--- config.mk ---
export PLATFORM = sky130hd
export DESIGN_NAME = itrans_unit
export DESIGN_NICKNAME = d
export VERILOG_FILES = /design/src/rtl/itrans_unit.sv
export SDC_FILE = /design/constraint.sdc
export NUM_CORES = 1
export LEC_CHECK = 0
export BUFFER_PORTS_ARGS = -buffer_cell sky130_fd_sc_hd__buf_2
export CAP_MARGIN = 10
export CELL_PAD_IN_SITES_DETAIL_PLACEMENT = 0
export CELL_PAD_IN_SITES_GLOBAL_PLACEMENT = 1
export CORE_ASPECT_RATIO = 0.6
export CORE_MARGIN = 1
export CORE_UTILIZATION = 34
export DETAILED_ROUTE_END_ITERATION = 16
export GPL_ROUTABILITY_DRIVEN = 0
export PLACE_DENSITY_LB_ADDON = 0.15
export SYNTH_ARGS = -nofsm -noshare
export SYNTH_HDL_FRONTEND = slang
export SYNTH_SLANG_ARGS = --single-unit
--- constraint.sdc ---
create_clock -name clk -period 3.71 [get_ports clk]
set_input_delay 0.371 -clock clk [delete_from_list [all_inputs] [get_ports clk]]
set_output_delay 0.371 -clock clk [all_outputs]
set_load 0.02 [all_outputs]
--- src/rtl/itrans_unit.sv ---
module itrans_unit #(
  parameter int VA_W    = 64,
  parameter int VA_IMPL = 43,
  parameter int PA_W    = 44,
  parameter int PG_BITS = 13,
  parameter int ASN_W   = 8,
  parameter int CNT_W   = 32,
  localparam int VPN_W  = VA_IMPL - PG_BITS,
  localparam int PFN_W  = PA_W - PG_BITS
) (
  input  logic             clk,
  input  logic             rst_n,
  input  logic             req_valid,
  input  logic [VA_W-1:0]  req_va,
  input  logic             req_wrongpath,
  input  logic [1:0]       cur_mode,
  input  logic [1:0]       spage_ctl,
  input  logic [ASN_W-1:0] cur_asn,
  input  logic [VA_W-1:0]  pt_base,
  output logic [VPN_W-1:0] tlb_vpn,
  output logic [ASN_W-1:0] tlb_asn,
  input  logic             tlb_hit,
  input  logic [PFN_W-1:0] tlb_pfn,
  input  logic [3:0]       tlb_rd_en,
  output logic             rsp_valid,
  output logic [PA_W-1:0]  rsp_pa,
  output logic             rsp_uncached,
  output logic [1:0]       rsp_fault,
  output logic [VA_W-1:0]  flt_tag,
  output logic [VA_W-1:0]  flt_form,
  output logic [CNT_W-1:0] cnt_hit,
  output logic [CNT_W-1:0] cnt_miss,
  output logic [CNT_W-1:0] cnt_acv,
  output logic [CNT_W-1:0] cnt_access
);
  localparam logic [1:0] F_NONE = 2'd0;
  localparam logic [1:0] F_MISS = 2'd1;
  localparam logic [1:0] F_ACV  = 2'd2;
  localparam int         EXT_W  = VA_W - VA_IMPL + 1;

  logic [EXT_W-1:0] ext_bits;
  logic             priv_pc, va_ok, in_spage, is_kernel;
  logic [1:0]       fault_n;
  logic [PA_W-1:0]  pa_n;
  logic [VA_W-1:0]  form_n;

  assign tlb_vpn   = req_va[VA_IMPL-1:PG_BITS];
  assign tlb_asn   = cur_asn;
  assign ext_bits  = req_va[VA_W-1:VA_IMPL-1];
  assign priv_pc   = req_va[0];
  assign va_ok     = (&ext_bits) | ~(|ext_bits);
  assign in_spage  = spage_ctl[1] && (req_va[VA_IMPL-1:VA_IMPL-2] == 2'b10);
  assign is_kernel = (cur_mode == 2'd0);
  assign form_n    = pt_base | ((req_va >> PG_BITS) << 3);

  always_comb begin
    fault_n = F_NONE;
    pa_n    = '0;
    if (priv_pc) begin
      pa_n = {req_va[PA_W-1:2], 2'b00};
    end else if (!va_ok) begin
      fault_n = F_ACV;
    end else if (in_spage) begin
      if (is_kernel) pa_n = req_va[PA_W-1:0];
      else           fault_n = F_ACV;
    end else if (!tlb_hit) begin
      fault_n = F_MISS;
    end else if (!tlb_rd_en[cur_mode]) begin
      fault_n = F_ACV;
    end else begin
      pa_n = {tlb_pfn, req_va[PG_BITS-1:2], 2'b00};
    end
  end

  always_ff @(posedge clk) begin
    if (!rst_n) begin
      rsp_valid    <= 1'b0;
      rsp_pa       <= '0;
      rsp_uncached <= 1'b0;
      rsp_fault    <= F_NONE;
      flt_tag      <= '0;
      flt_form     <= '0;
      cnt_hit      <= '0;
      cnt_miss     <= '0;
      cnt_acv      <= '0;
      cnt_access   <= '0;
    end else begin
      rsp_valid <= req_valid;
      if (req_valid) begin
        rsp_fault    <= fault_n;
        rsp_pa       <= pa_n;
        rsp_uncached <= (fault_n == F_NONE) && pa_n[PA_W-1];
        if (fault_n != F_NONE && !req_wrongpath) begin
          flt_tag  <= req_va;
          flt_form <= form_n;
        end
        case (fault_n)
          F_NONE:  begin cnt_hit  <= cnt_hit + 1'b1;  cnt_access <= cnt_access + 1'b1; end
          F_MISS:  begin cnt_miss <= cnt_miss + 1'b1; cnt_access <= cnt_access + 1'b1; end
          default: cnt_acv <= cnt_acv + 1'b1;
        endcase
      end
    end
  end
endmodule

## Word level (Yosys, flattened, before mapping)

Cells that the tools add are included.

- Bits in registers: 304
- Output and inout port bits: 342

- $add $sub $neg: 4
- $lt $le $gt $ge: 1
- Equal/unequal tests: 2
- Muxes and demuxes: 14
- Bitwise gates (word level): 4
- Reduce and logical (&&, ||, !) cells: 15

Operator list:

| cell | number |
|---|---|
| $mux W44 | 6 |
| $add A32 B1 Y32 const B | 4 |
| $or A64 B54 Y64 | 1 |
| $reduce_and A22 Y1 | 1 |
| $reduce_or A22 Y1 | 1 |
| $mux W2 | 6 |
| $reduce_and A2 Y1 | 5 |
| $logic_not A2 Y1 | 2 |
| $logic_and A1 B1 Y1 | 3 |
| $lt A2 B3 Y1 const B | 1 |
| $bmux W1 S2 | 1 |
| $eq A2 B1 Y1 const B | 1 |
| $eq A2 B2 Y1 const B | 1 |
| $not A1 Y1 | 2 |
| $reduce_bool A2 Y1 | 1 |
| $reduce_or A2 Y1 | 1 |
| $logic_not A1 Y1 | 1 |
| $mux W1 | 1 |
| $or A1 B1 Y1 | 1 |

## Longest topological paths before layout

Gate-level depths: netlist of the first run.

- Depth in word-level cells: 11
- Depth in mapped cells: 10
- Depth with buffers taken out: 7

## Worst setup path after synthesis of the first run

No wires, ideal clock.

- Kind: input to register
- Start: in req_va[47]
- End: reg cnt_hit[22]
- Setup time: 115 ps
- Data arrival time: 2,683 ps
- Required time: 3,595 ps
- Slack: 912 ps
- Cell stages on the path: 7
- Buffers on the path: 1
- Path through: or4_1 or4_4 a21o_1 a2111o_1 buf_2 o31a_1 o21a_1

- Cells in the longest elaborated chain, start to end: 7
- Elaborated cells on any way between the ends: 8

Ends and longest elaborated chain:

| item | line | source |
|---|---|---|
| from (decl) | 14 | `input logic [VA_W-1:0] req_va,` |
| $reduce_or A22 Y1 | 51 | `assign va_ok = (&ext_bits) \| ~(\|ext_bits);` |
| $not A1 Y1 | 51 |  |
| $or A1 B1 Y1 (*) | 51 |  |
| $mux W2 (*) | 61 | `end else if (!va_ok) begin` |
| $mux W2 (*) | 59 | `if (priv_pc) begin` |
| $logic_not A2 Y1 (*) | 97 | `case (fault_n)` |
| $reduce_and A2 Y1 (no source line) (*) | n/a |  |
| to (signal assigned) | 98 | `F_NONE: begin cnt_hit <= cnt_hit + 1'b1; cnt_access <= cnt_access + 1'b1; end` |
| to (decl) | 31 | `output logic [CNT_W-1:0] cnt_hit,` |

Every way passes the cells marked *; elsewhere a longest branch is shown, timed or not.
A chain may end at the register's enable or synchronous reset.

## Worst setup path in the final report of the first run

- Start: reg cnt_miss[5]
- End: reg cnt_miss[31]

- Cells in the longest elaborated chain, start to end: 1

Ends and longest elaborated chain:

| item | line | source |
|---|---|---|
| from (decl) | 32 | `output logic [CNT_W-1:0] cnt_miss,` |
| from (signal assigned) | 99 | `F_MISS: begin cnt_miss <= cnt_miss + 1'b1; cnt_access <= cnt_access + 1'b1; end` |
| $add A32 B1 Y32 | 99 |  |

No other way between the ends.

==> results of run 1 <==
layout make-up:
class / instances / area [um^2] / area share [%]
clock buffer: 51 / 1028 / 6.247
sequential: 303 / 6066 / 36.84
multi-input combinational: 1043 / 5772 / 35.06
clock inverter: 8 / 96.34 / 0.5852
tap: 476 / 595.6 / 3.617
antenna: 2 / 5.005 / 0.03040
timing repair buffer: 533 / 2755 / 16.73
inverter: 37 / 146.4 / 0.8891
metal layers:
| metal | vias up | routed length (um) |
|---|---|---|
| met2 | 341 | 21150 |
| met1 | 6087 | 21260 |
| met5 | - | 24 |
| met3 | 69 | 2827 |
| li1 | 6196 | - |
| met4 | 4 | 1112 |
power breakdown:
part / switching, mW / internal [mW]
clock network: 1.38 / 2.06
registers: 0.0414 / 3.33
logic: 0.427 / 0.209
total: 1.85 / 5.60
flip-flops by register name (all words and copies together), names as in the netlist:
signal / cells
rsp_fault: 2
cnt_access: 32
cnt_miss: 32
flt_tag: 64
rsp_uncached: 1
cnt_acv: 32
rsp_valid: 1
flt_form: 64
rsp_pa: 43
cnt_hit: 32
cells in the final DEF (no fill, tap or decap), drive strengths merged, types with 3 or more instances in the layout:
cell     instances
buf            533
dfxtp          303
nand2          211
a21oi          147
nor3           122
nor2           116
o21ai           58
clkbuf          51
xnor2           49
or3             48
and3            48
nand3           38
inv             37
nand4           32
a221o           28
nor4            23
or4             14
a22o            12
o31ai           11
and2            10
and4             9
o2111ai          8
o211ai           7
clkinv           6
nand2b           5
xor2             5
o21a             4
nor4b            4
mux2i            4
ha               4
nand3b           3
a31o             3
a2111oi          3
critical path, cell delays in order, from the launching register on:
cell and delay, ns:
dfxtp_1 0.40, nand4_1 0.23, nor4_1 0.53, nand4_1 0.31, or4_1 0.72, nor4_1 0.39
xnor2_1 0.16, nor2_1 0.05
worst paths after layout:
| check | startpoint | endpoint | slack, ns |
|---|---|---|---|
| worst max-delay path | cnt_miss[5] | cnt_miss[31] | 0.80 |
| worst min-delay path | tlb_pfn[27] | rsp_pa[40] | 0.07 |
| worst max register to register | cnt_miss[5] | cnt_miss[31] | 0.80 |
| worst min register to register | rsp_pa[43] | rsp_pa[43] | 0.45 |
cell families (layout without fill, tap and decap cells):
| logic type | after synthesis | after routing |
|---|---|---|
| other cells | 1 | 3 |
| compound gates | 292 | 292 |
| fa+ha+maj | 4 | 4 |
| mux | 5 | 5 |
| flops | 303 | 303 |
| buf+inv | 170 | 629 |
| xor+xnor | 54 | 54 |
| simple gates | 687 | 687 |
metrics by stage:
stage	util, %	power, mW
4_1_cts	45.20	7.553
3_5_place_dp	42.11	4.085
2_1_floorplan	-	3.803
6_report	45.21	7.455
3_3_place_gp	42.11	4.079
5_1_grt	45.20	7.737
==> flow_summary.toml, run 1 <==
[synth]
yosys.area_share.simple_pct = 26.56
synth-main-ff-cell = "dfxtp_1"
ys_top_cells_by_area = "dfxtp_1 48%, nand2_1 6.3%, a21oi_1 5.8%, nor3_1 4.8%, nor2_1 3.5%"
yosys_warnings = 0
synthArstFlopShare_pct = 0
synth.most_common_cell = "dfxtp_1"
yosysTopAreaCell = "dfxtp_1"
synth_top_family_by_area = "simple AND/OR/NAND/NOR gates"
synth_compound_area_share_pct = 14.26
synth-xor-area-share_pct = 3.749
synthMuxAreaShare_pct = 0.4959
ys_types = 53
syn_avg_cell_area_um2 = 8.321
synthAdderAreaFrac_pct = 0.3967
synth_cells = 1516
synth-edff-count = 0
netlist_top_cells_count = "303 x dfxtp_1, 211 x nand2_1, 147 x a21oi_1"
syn_area_mm2 = 0.01261
ys_seq_area_share_pct = 48.09
synth_top_area_share_pct = 48.09
syn_nets = 1700
ys_seq_elements = 303

[timing]
rsz0062_at_grt = "no"
max_slew.worst_pin.slew_ns = 0.9270
finalHoldViolations = 0
fin_crit_sh_pct = 78.51
timing.fmax_mhz = 343.3
slew_violations = 0
setup_viol = 0
slew_headroom_pct = 38.14
period_minus_slack_ns = 2.913
whs_ns = 0.06619
fin_skew_ns = 0.008637
setup_ws_ns = 0.7974
finalSetupTns_ns = 0

[routing]
drtPass1Iterations = 5
via_per_inst = 5.176
wire_per_inst_um = 18.91
initialDrtViolationCount = 850
postRouteAntennaNets = 0
routed_wirelength_mm = 46.38
vias = 12700
drc = 0

[global_routing]
grt_overflow = 0
grt_pass1_vias = 11150
grt.total_usage_pct = 22.68
grt_util_met1_pct = 30.92
antenna_found_initial = 5
use_met3_pct = 5.499
grt_pass1_wl_mm = 67.03
grt-busiest-layer = "met2"
use_met2_pct = 35.28
grt_max_degree = 86

[layout]
n_fill_cell = 3700
finalNonFillerCells = 2453
finish.instance_area_mm2 = 0.01646
drive_above_1_share_pct = 30.18
area.growth.synth_to_final_pct = 30.52
nets = 2136

[setup_path]
critPathRequiredTime_ns = 4.10
critical_path_class = "flop to flop"
worstRegToRegCells = 7
end_kind = "flop"
startpoint_type = "flop"
cp.arrival_ns = 3.30
path_max_fanout = 11

[die]
coreArea_mm2 = 0.03642
chipWidth_um = 250.7
fp.dieH_um = 151.2
die_area_mm2 = 0.03790
rows = 54
start_util_pct = 34.64
io_pins = 522

[pwr]
vdd.ir_drop.worst_mv = 0.2525
power_leakage_nw = 7.054
p_per_area_mw_per_mm2 = 452.8

[place]
dpl_cell_area_mm2 = 0.01533
io_buffers = 503
hpwl_mm = 33.32
place_inst = 2392
dp_slack_ns = 0.3645

[cts]
cts_sinks = 303
cts_tree = "done"
cts-root-buf = "clkbuf_16"
cts_buffers = 34
clkTransAtPathRegs_ns = 0.06
clk_path_buf_depth = 3
cts_resized = 0
post_cts_buffers = 0
clk_latency_ns = 0.52
hold_buffers = 0
htreeDepth = 2

[worst_hold_path]
hp-class = "input port to flop"
worstHoldPathCells = 2

[run]
drv_cap = 0

[run_status]
run_status = "finished, final reports clean"
No activity file was read; power rests on OpenSTA's default activity.
==> inputs of run 2 (changes only) <==
--- a/config.mk
+++ b/config.mk
@@ -5,13 +5,14 @@
 export SDC_FILE = /design/constraint.sdc
 export NUM_CORES = 1
 export LEC_CHECK = 0
+export ABC_AREA = 1
 export BUFFER_PORTS_ARGS = -buffer_cell sky130_fd_sc_hd__buf_2
 export CAP_MARGIN = 10
 export CELL_PAD_IN_SITES_DETAIL_PLACEMENT = 0
 export CELL_PAD_IN_SITES_GLOBAL_PLACEMENT = 1
 export CORE_ASPECT_RATIO = 0.6
 export CORE_MARGIN = 1
-export CORE_UTILIZATION = 34
+export CORE_UTILIZATION = 32
 export DETAILED_ROUTE_END_ITERATION = 16
 export GPL_ROUTABILITY_DRIVEN = 0
 export PLACE_DENSITY_LB_ADDON = 0.15
==> constraint.sdc (replaced) <==
create_clock -name clk -period 2.4 [get_ports clk]
set_input_delay 0.24 -clock clk [delete_from_list [all_inputs] [get_ports clk]]
set_output_delay 0.24 -clock clk [all_outputs]
set_load 0.02 [all_outputs]
==> run 2 against run 1 <==
Against the previous run: global-route usage is 0.48 points higher; core utilization fell by 4.2 points; sequential share of layout area fell by 6.9 points; synthesized area up 27%; largest cell class is now multi-input combinational cells; sequential power up 56%; synthesized cell count rose by 65%; non-clock buffer count rose by 31.
==> flow_summary.toml, run 2 <==
[timing]
max_slew.worst_pin.slew_ns = 0.6591
slew_headroom_pct = 56.06
setup_viol = 0
rsz0062_at_grt = "no"
finalSetupTns_ns = 0
finalHoldViolations = 0
fin_crit_sh_pct = 84.96
setup_ws_ns = 0.3611
slew_violations = 0
period_minus_slack_ns = 2.039
timing.fmax_mhz = 490.5
fin_skew_ns = 0.01527

[cts]
cts_sinks = 303
htreeDepth = 2
cts_resized = 0
clk_latency_ns = 0.53
post_cts_buffers = 0
cts-root-buf = "clkbuf_16"
cts_buffers = 34
clkTransAtPathRegs_ns = 0.06
clk_path_buf_depth = 3
hold_buffers = 17
cts_tree = "done"

[run_status]
run_status = "finished, final reports clean"

[place]
hpwl_mm = 44.63
dp_slack_ns = 0.1296
io_buffers = 503
place_inst = 3544

[setup_path]
critical_path_class = "flop to flop"
crit_slowest_cell = "nor3_1"
cp.arrival_ns = 2.50
end_kind = "flop"
critPathRequiredTime_ns = 2.86
worstPathCellList = "nand2_1 > nor3_1 > nand2_1 > nor3_1 > xor2_1 > nand2_1 > a21oi_1"
cpMostUsedCell = "nand2_1"
critPathMaxStageDelay_ns = 0.50
startpoint_type = "flop"
path_max_fanout = 5
worstRegToRegCells = 7

[layout]
finalNonFillerCells = 3625
n_fill_cell = 5322
drive_above_1_share_pct = 22.21
final_cell_mix = "701 x nand2_1, 502 x buf_2, 419 x nor2_1"
reg_top3 = "flt_form x64, flt_tag x64, rsp_pa x43"
nets = 3131
area.growth.synth_to_final_pct = 26.58
final_common_cell = "nand2_1"

[global_routing]
grt_max_degree = 77
grt_pass1_wl_mm = 93.12
grt_overflow = 0
grt.total_usage_pct = 23.16
antenna_found_initial = 5
grt_pass1_vias = 15390

[pwr]
p_per_area_mw_per_mm2 = 600.9
vdd.ir_drop.worst_mv = 0.4457
power_leakage_nw = 9.559

[synth]
ys_seq_area_share_pct = 37.84
synth-main-ff-cell = "dfxtp_1"
synthArstFlopShare_pct = 0
netlist_top_cells_count = "702 x nand2_1, 419 x nor2_1, 303 x dfxtp_1"
syn_avg_cell_area_um2 = 6.394
ys_types = 29
syn_nets = 2691
yosys_warnings = 0
ys_seq_elements = 303
yosysTopAreaCell = "dfxtp_1"
synth-edff-count = 0
syn_area_mm2 = 0.01603
ys_top_cells_by_area = "dfxtp_1 38%, nand2_1 16%, nor2_1 9.8%, a21oi_1 6.1%, nand3_1 5.5%"
synth_top_area_share_pct = 37.84
synth_cells = 2507
synth.most_common_cell = "nand2_1"

[routing]
drtPass1Iterations = 5
routed_wirelength_mm = 61.40
postRouteAntennaNets = 0
via_per_inst = 4.684
wire_per_inst_um = 16.94
drc = 0
vias = 16980
initialDrtViolationCount = 1093

[die]
fp.dieH_um = 175.4
rows = 63
die_area_mm2 = 0.05102
chipWidth_um = 291.0
io_pins = 522
start_util_pct = 32.43
coreArea_mm2 = 0.04942

[run]
drv_cap = 0

[worst_hold_path]
worstHoldPathCells = 4
hp-class = "input port to flop"
run 2: per-stage QoR:
| step | area [um^2] | util [%] | hold slack [ns] | power [mW] |
|---|---|---|---|---|
| after floorplan | 16030 | - | 0.4009 | 6.278 |
| after global placement | 18970 | 38.38 | 0.4461 | 6.834 |
| after detailed placement | 18970 | 38.38 | 0.4519 | 6.847 |
| after CTS | 20280 | 41.04 | 0.0003957 | 12.39 |
| after global routing | 20290 | 41.05 | 0.01020 | 12.76 |
| final | 20290 | 41.06 | 0.02716 | 12.19 |
run 2: kinds of logic (layout without fill, tap and decap cells):
family                     count (synthesis)  after routing  share of synthesized area, %
buffers and inverters                    385            849                         10.76
adders and majority gates                  4              4                        0.3122
other                                      1              5                       0.02339
xor gates and xnor gates                  93             93                         5.081
and+or+nand+nor                         1455           1455                         37.67
DFF                                      303            303                         37.84
AOI/OAI and AO/OA                        266            266                         8.320
run 2: power breakdown:
part	leakage, nW	total (mW)	internal (mW)	switching, mW
Sequential	2.47	5.28	5.19	0.0853
Combinational	6.54	1.47	0.491	0.982
Clock	0.557	5.45	3.25	2.19
Total	9.56	12.2	8.93	3.26
run 2: final timing paths:
kind / end / slack (ns) / from
worst max-delay path: cnt_access[17] / 0.36 / cnt_access[10]
worst min-delay path: flt_form[22] / 0.03 / pt_base[22]
worst max register to register: cnt_access[17] / 0.36 / cnt_access[10]
worst min register to register: flt_tag[0] / 0.46 / flt_tag[0]
run 2: critical path: cells and delay by family (launching register included):
| family | cells | cell delay (ns) |
|---|---|---|
| flops | 1 | 0.43 |
| xor+xnor | 1 | 0.19 |
| compound gates | 1 | 0.12 |
| simple gates | 5 | 1.23 |
run 2: cell type report:
| type | count | area, um^2 | area share (%) |
|---|---|---|---|
| repair buffers | 564 | 3162 | 15.58 |
| multi-input cells | 1819 | 8253 | 40.67 |
| well taps | 650 | 813.3 | 4.008 |
| flip-flops and latches | 303 | 6066 | 29.89 |
| inverters | 225 | 847.1 | 4.174 |
| clock inverters | 4 | 73.82 | 0.3638 |
| clock buffers | 56 | 1067 | 5.260 |
| diodes | 4 | 10.01 | 0.04933 |
run 2: per-layer routing:
metal,GRT usage (%),vias up,wire [um]
li1,-,8670,-
met1,33.22,7772,29680
met2,35.87,473,26870
met3,3.872,65,3645
met4,5.776,0,1194
met5,0,-,0
==> inputs of run 3 (changes only) <==
--- a/config.mk
+++ b/config.mk
@@ -12,7 +12,7 @@
 export CELL_PAD_IN_SITES_GLOBAL_PLACEMENT = 1
 export CORE_ASPECT_RATIO = 0.6
 export CORE_MARGIN = 1
-export CORE_UTILIZATION = 32
+export CORE_UTILIZATION = 35
 export DETAILED_ROUTE_END_ITERATION = 16
 export GPL_ROUTABILITY_DRIVEN = 0
 export PLACE_DENSITY_LB_ADDON = 0.15
==> constraint.sdc (replaced) <==
create_clock -name clk -period 1.94 [get_ports clk]
set_input_delay 0.194 -clock clk [delete_from_list [all_inputs] [get_ports clk]]
set_output_delay 0.194 -clock clk [all_outputs]
set_load 0.02 [all_outputs]
==> run 3 against run 2 <==
Against the previous run: combinational power grew 39%; flip-flop and latch count is the same; register-to-register slack worse by 0.30 ns; critical path depth rose by 1; non-clock buffer count is 139 higher; via count increased by 5.3%; clock skew shrank 0.0080 ns; clock power up 25%; critical path type unchanged.
==> flow_summary.toml, run 3 (synthesized netlist as in run 2, its figures left out) <==
[run_status]
run_status = "finished, final reports clean"

[layout]
final_cell_mix = "701 x nand2_1, 502 x buf_2, 416 x nor2_1"
finish.instance_area_mm2 = 0.02163
finalNonFillerCells = 3704
reg_top3 = "flt_form x64, flt_tag x64, rsp_pa x43"
nets = 3271
area.growth.synth_to_final_pct = 34.94
drive_above_1_share_pct = 24.29
final_common_cell = "nand2_1"

[run]
drv_cap = 0

[timing]
fin_crit_sh_pct = 96.65
slew_headroom_pct = 59.82
timing.fmax_mhz = 533.3
period_minus_slack_ns = 1.875
max_slew.worst_pin.slew_ns = 0.6018
setup_viol = 0
fin_skew_ns = 0.007300
slew_violations = 0
finalHoldViolations = 0

[pwr]
p_per_area_mw_per_mm2 = 711.5
p_total_mw = 15.39
power_leakage_nw = 10.30
vdd.ir_drop.worst_mv = 0.5363

[global_routing]
grt_pass1_vias = 16380
grt-busiest-layer = "met2"
grt_max_degree = 101
antenna_found_initial = 7
use_met3_pct = 4.427
grt_overflow = 0
grt_util_met1_pct = 37.76
use_met2_pct = 40.68
grt_pass1_wl_mm = 97.03
grt.total_usage_pct = 26.39

[routing]
drtPass1Iterations = 5
drc = 0
wire_per_inst_um = 17.24
initialDrtViolationCount = 1401
via_per_inst = 4.829
postRouteAntennaNets = 0
routed_wirelength_mm = 63.86
vias = 17890

[worst_hold_path]
hp-class = "input port to flop"

[die]
chipWidth_um = 278.3
die_area_mm2 = 0.04669
fp.dieH_um = 167.8
coreArea_mm2 = 0.04497
rows = 60
start_util_pct = 35.65
io_pins = 522

[setup_path]
cp.arrival_ns = 2.33
critPathRequiredTime_ns = 2.40
end_kind = "flop"
path_max_fanout = 7
startpoint_type = "flop"
critical_path_class = "flop to flop"

[cts]
cts_sinks = 303
cts-root-buf = "clkbuf_16"
cts_tree = "done"
clk_latency_ns = 0.53
htreeDepth = 2
cts_buffers = 35
clkTransAtPathRegs_ns = 0.06
clk_path_buf_depth = 3

[place]
dpl_cell_area_mm2 = 0.01963
io_buffers = 503
hpwl_mm = 46.86
place_inst = 3561
[run 3: cell types whose count changed in the layout (fill, tap and decap cells not counted), moves of 3 or more]
cell / change
buf_12: +12
buf_4: +66
clkbuf_1: -6
clkinv_2: +6
diode_2: +3
dlygate4sd3_1: +61
nor2_1: -3
nor2_2: +3
nor3_1: -6
nor3_2: +5
[run 3: path summary, 6_finish.rpt]
| path | start | endpoint | slack, ns | cells past startpoint |
|---|---|---|---|---|
| setup / recovery | cnt_access[2] | cnt_access[25] | 0.06 | 8 |
| hold / removal | pt_base[36] | flt_form[36] | 0.02 | 4 |
| setup reg to reg | cnt_access[2] | cnt_access[25] | 0.06 | 8 |
| hold reg to reg | flt_tag[0] | flt_tag[0] | 0.45 | 2 |
[run 3: per-layer routing]
metal	part of all wire, %	routed length (um)	up-vias
li1	-	-	8970
met1	48	30640	8227
met2	43	27700	594
met3	6.1	3926	95
met4	2.5	1586	0
met5	0	0	-
[run 3: timing repair]
item | 4_1_cts | 5_1_grt
pin swaps | 0 | 1
gates resized for setup | 2 | 12
endpoints found under the hold margin | 84 | 0
hold buffers | 78 | 0
setup buffers | 0 | 0
setup endpoints to repair | 2 | 9
[run 3: worst max-delay path, cell delays in order, from the launching register on]
cell     delay [ns]
dfxtp_1        0.49
nand3_1        0.28
inv_1          0.11
nand2_1        0.13
nor2_1         0.31
nand2_1        0.12
xnor2_1        0.15
nand2_1        0.07
a21oi_1        0.14
[run 3: power by group]
group | internal [mW] | switching (mW) | total [mW]
combinational | 0.760 | 1.28 | 2.04
sequential | 6.42 | 0.0988 | 6.52
clock | 4.05 | 2.78 | 6.83
total | 11.2 | 4.16 | 15.4
[run 3: stage by stage]
step	setup slack [ns]	hold slack, ns	TNS, ns	util (%)
after global routing	-0.01521	0.02478	-0.01521	48.10
after global placement	-0.07087	0.3881	-2.073	43.65
final	0.06493	0.02421	0	48.11
after floorplan	0.08454	0.3549	0	-
after detailed placement	-0.08759	0.3881	-2.712	43.65
after CTS	0.005657	0.001238	0	47.95
[run 3: layout make-up]
cell class              instances  area (um^2)
diodes                          7        17.52
clock buffers                  48         1017
clock inverters                10        125.1
fillers                      4820        23340
inverters                     225        847.1
multi-input cells            1819         8314
flip-flops and latches        303         6066
well taps                     589        737.0
repair buffers                703         4508
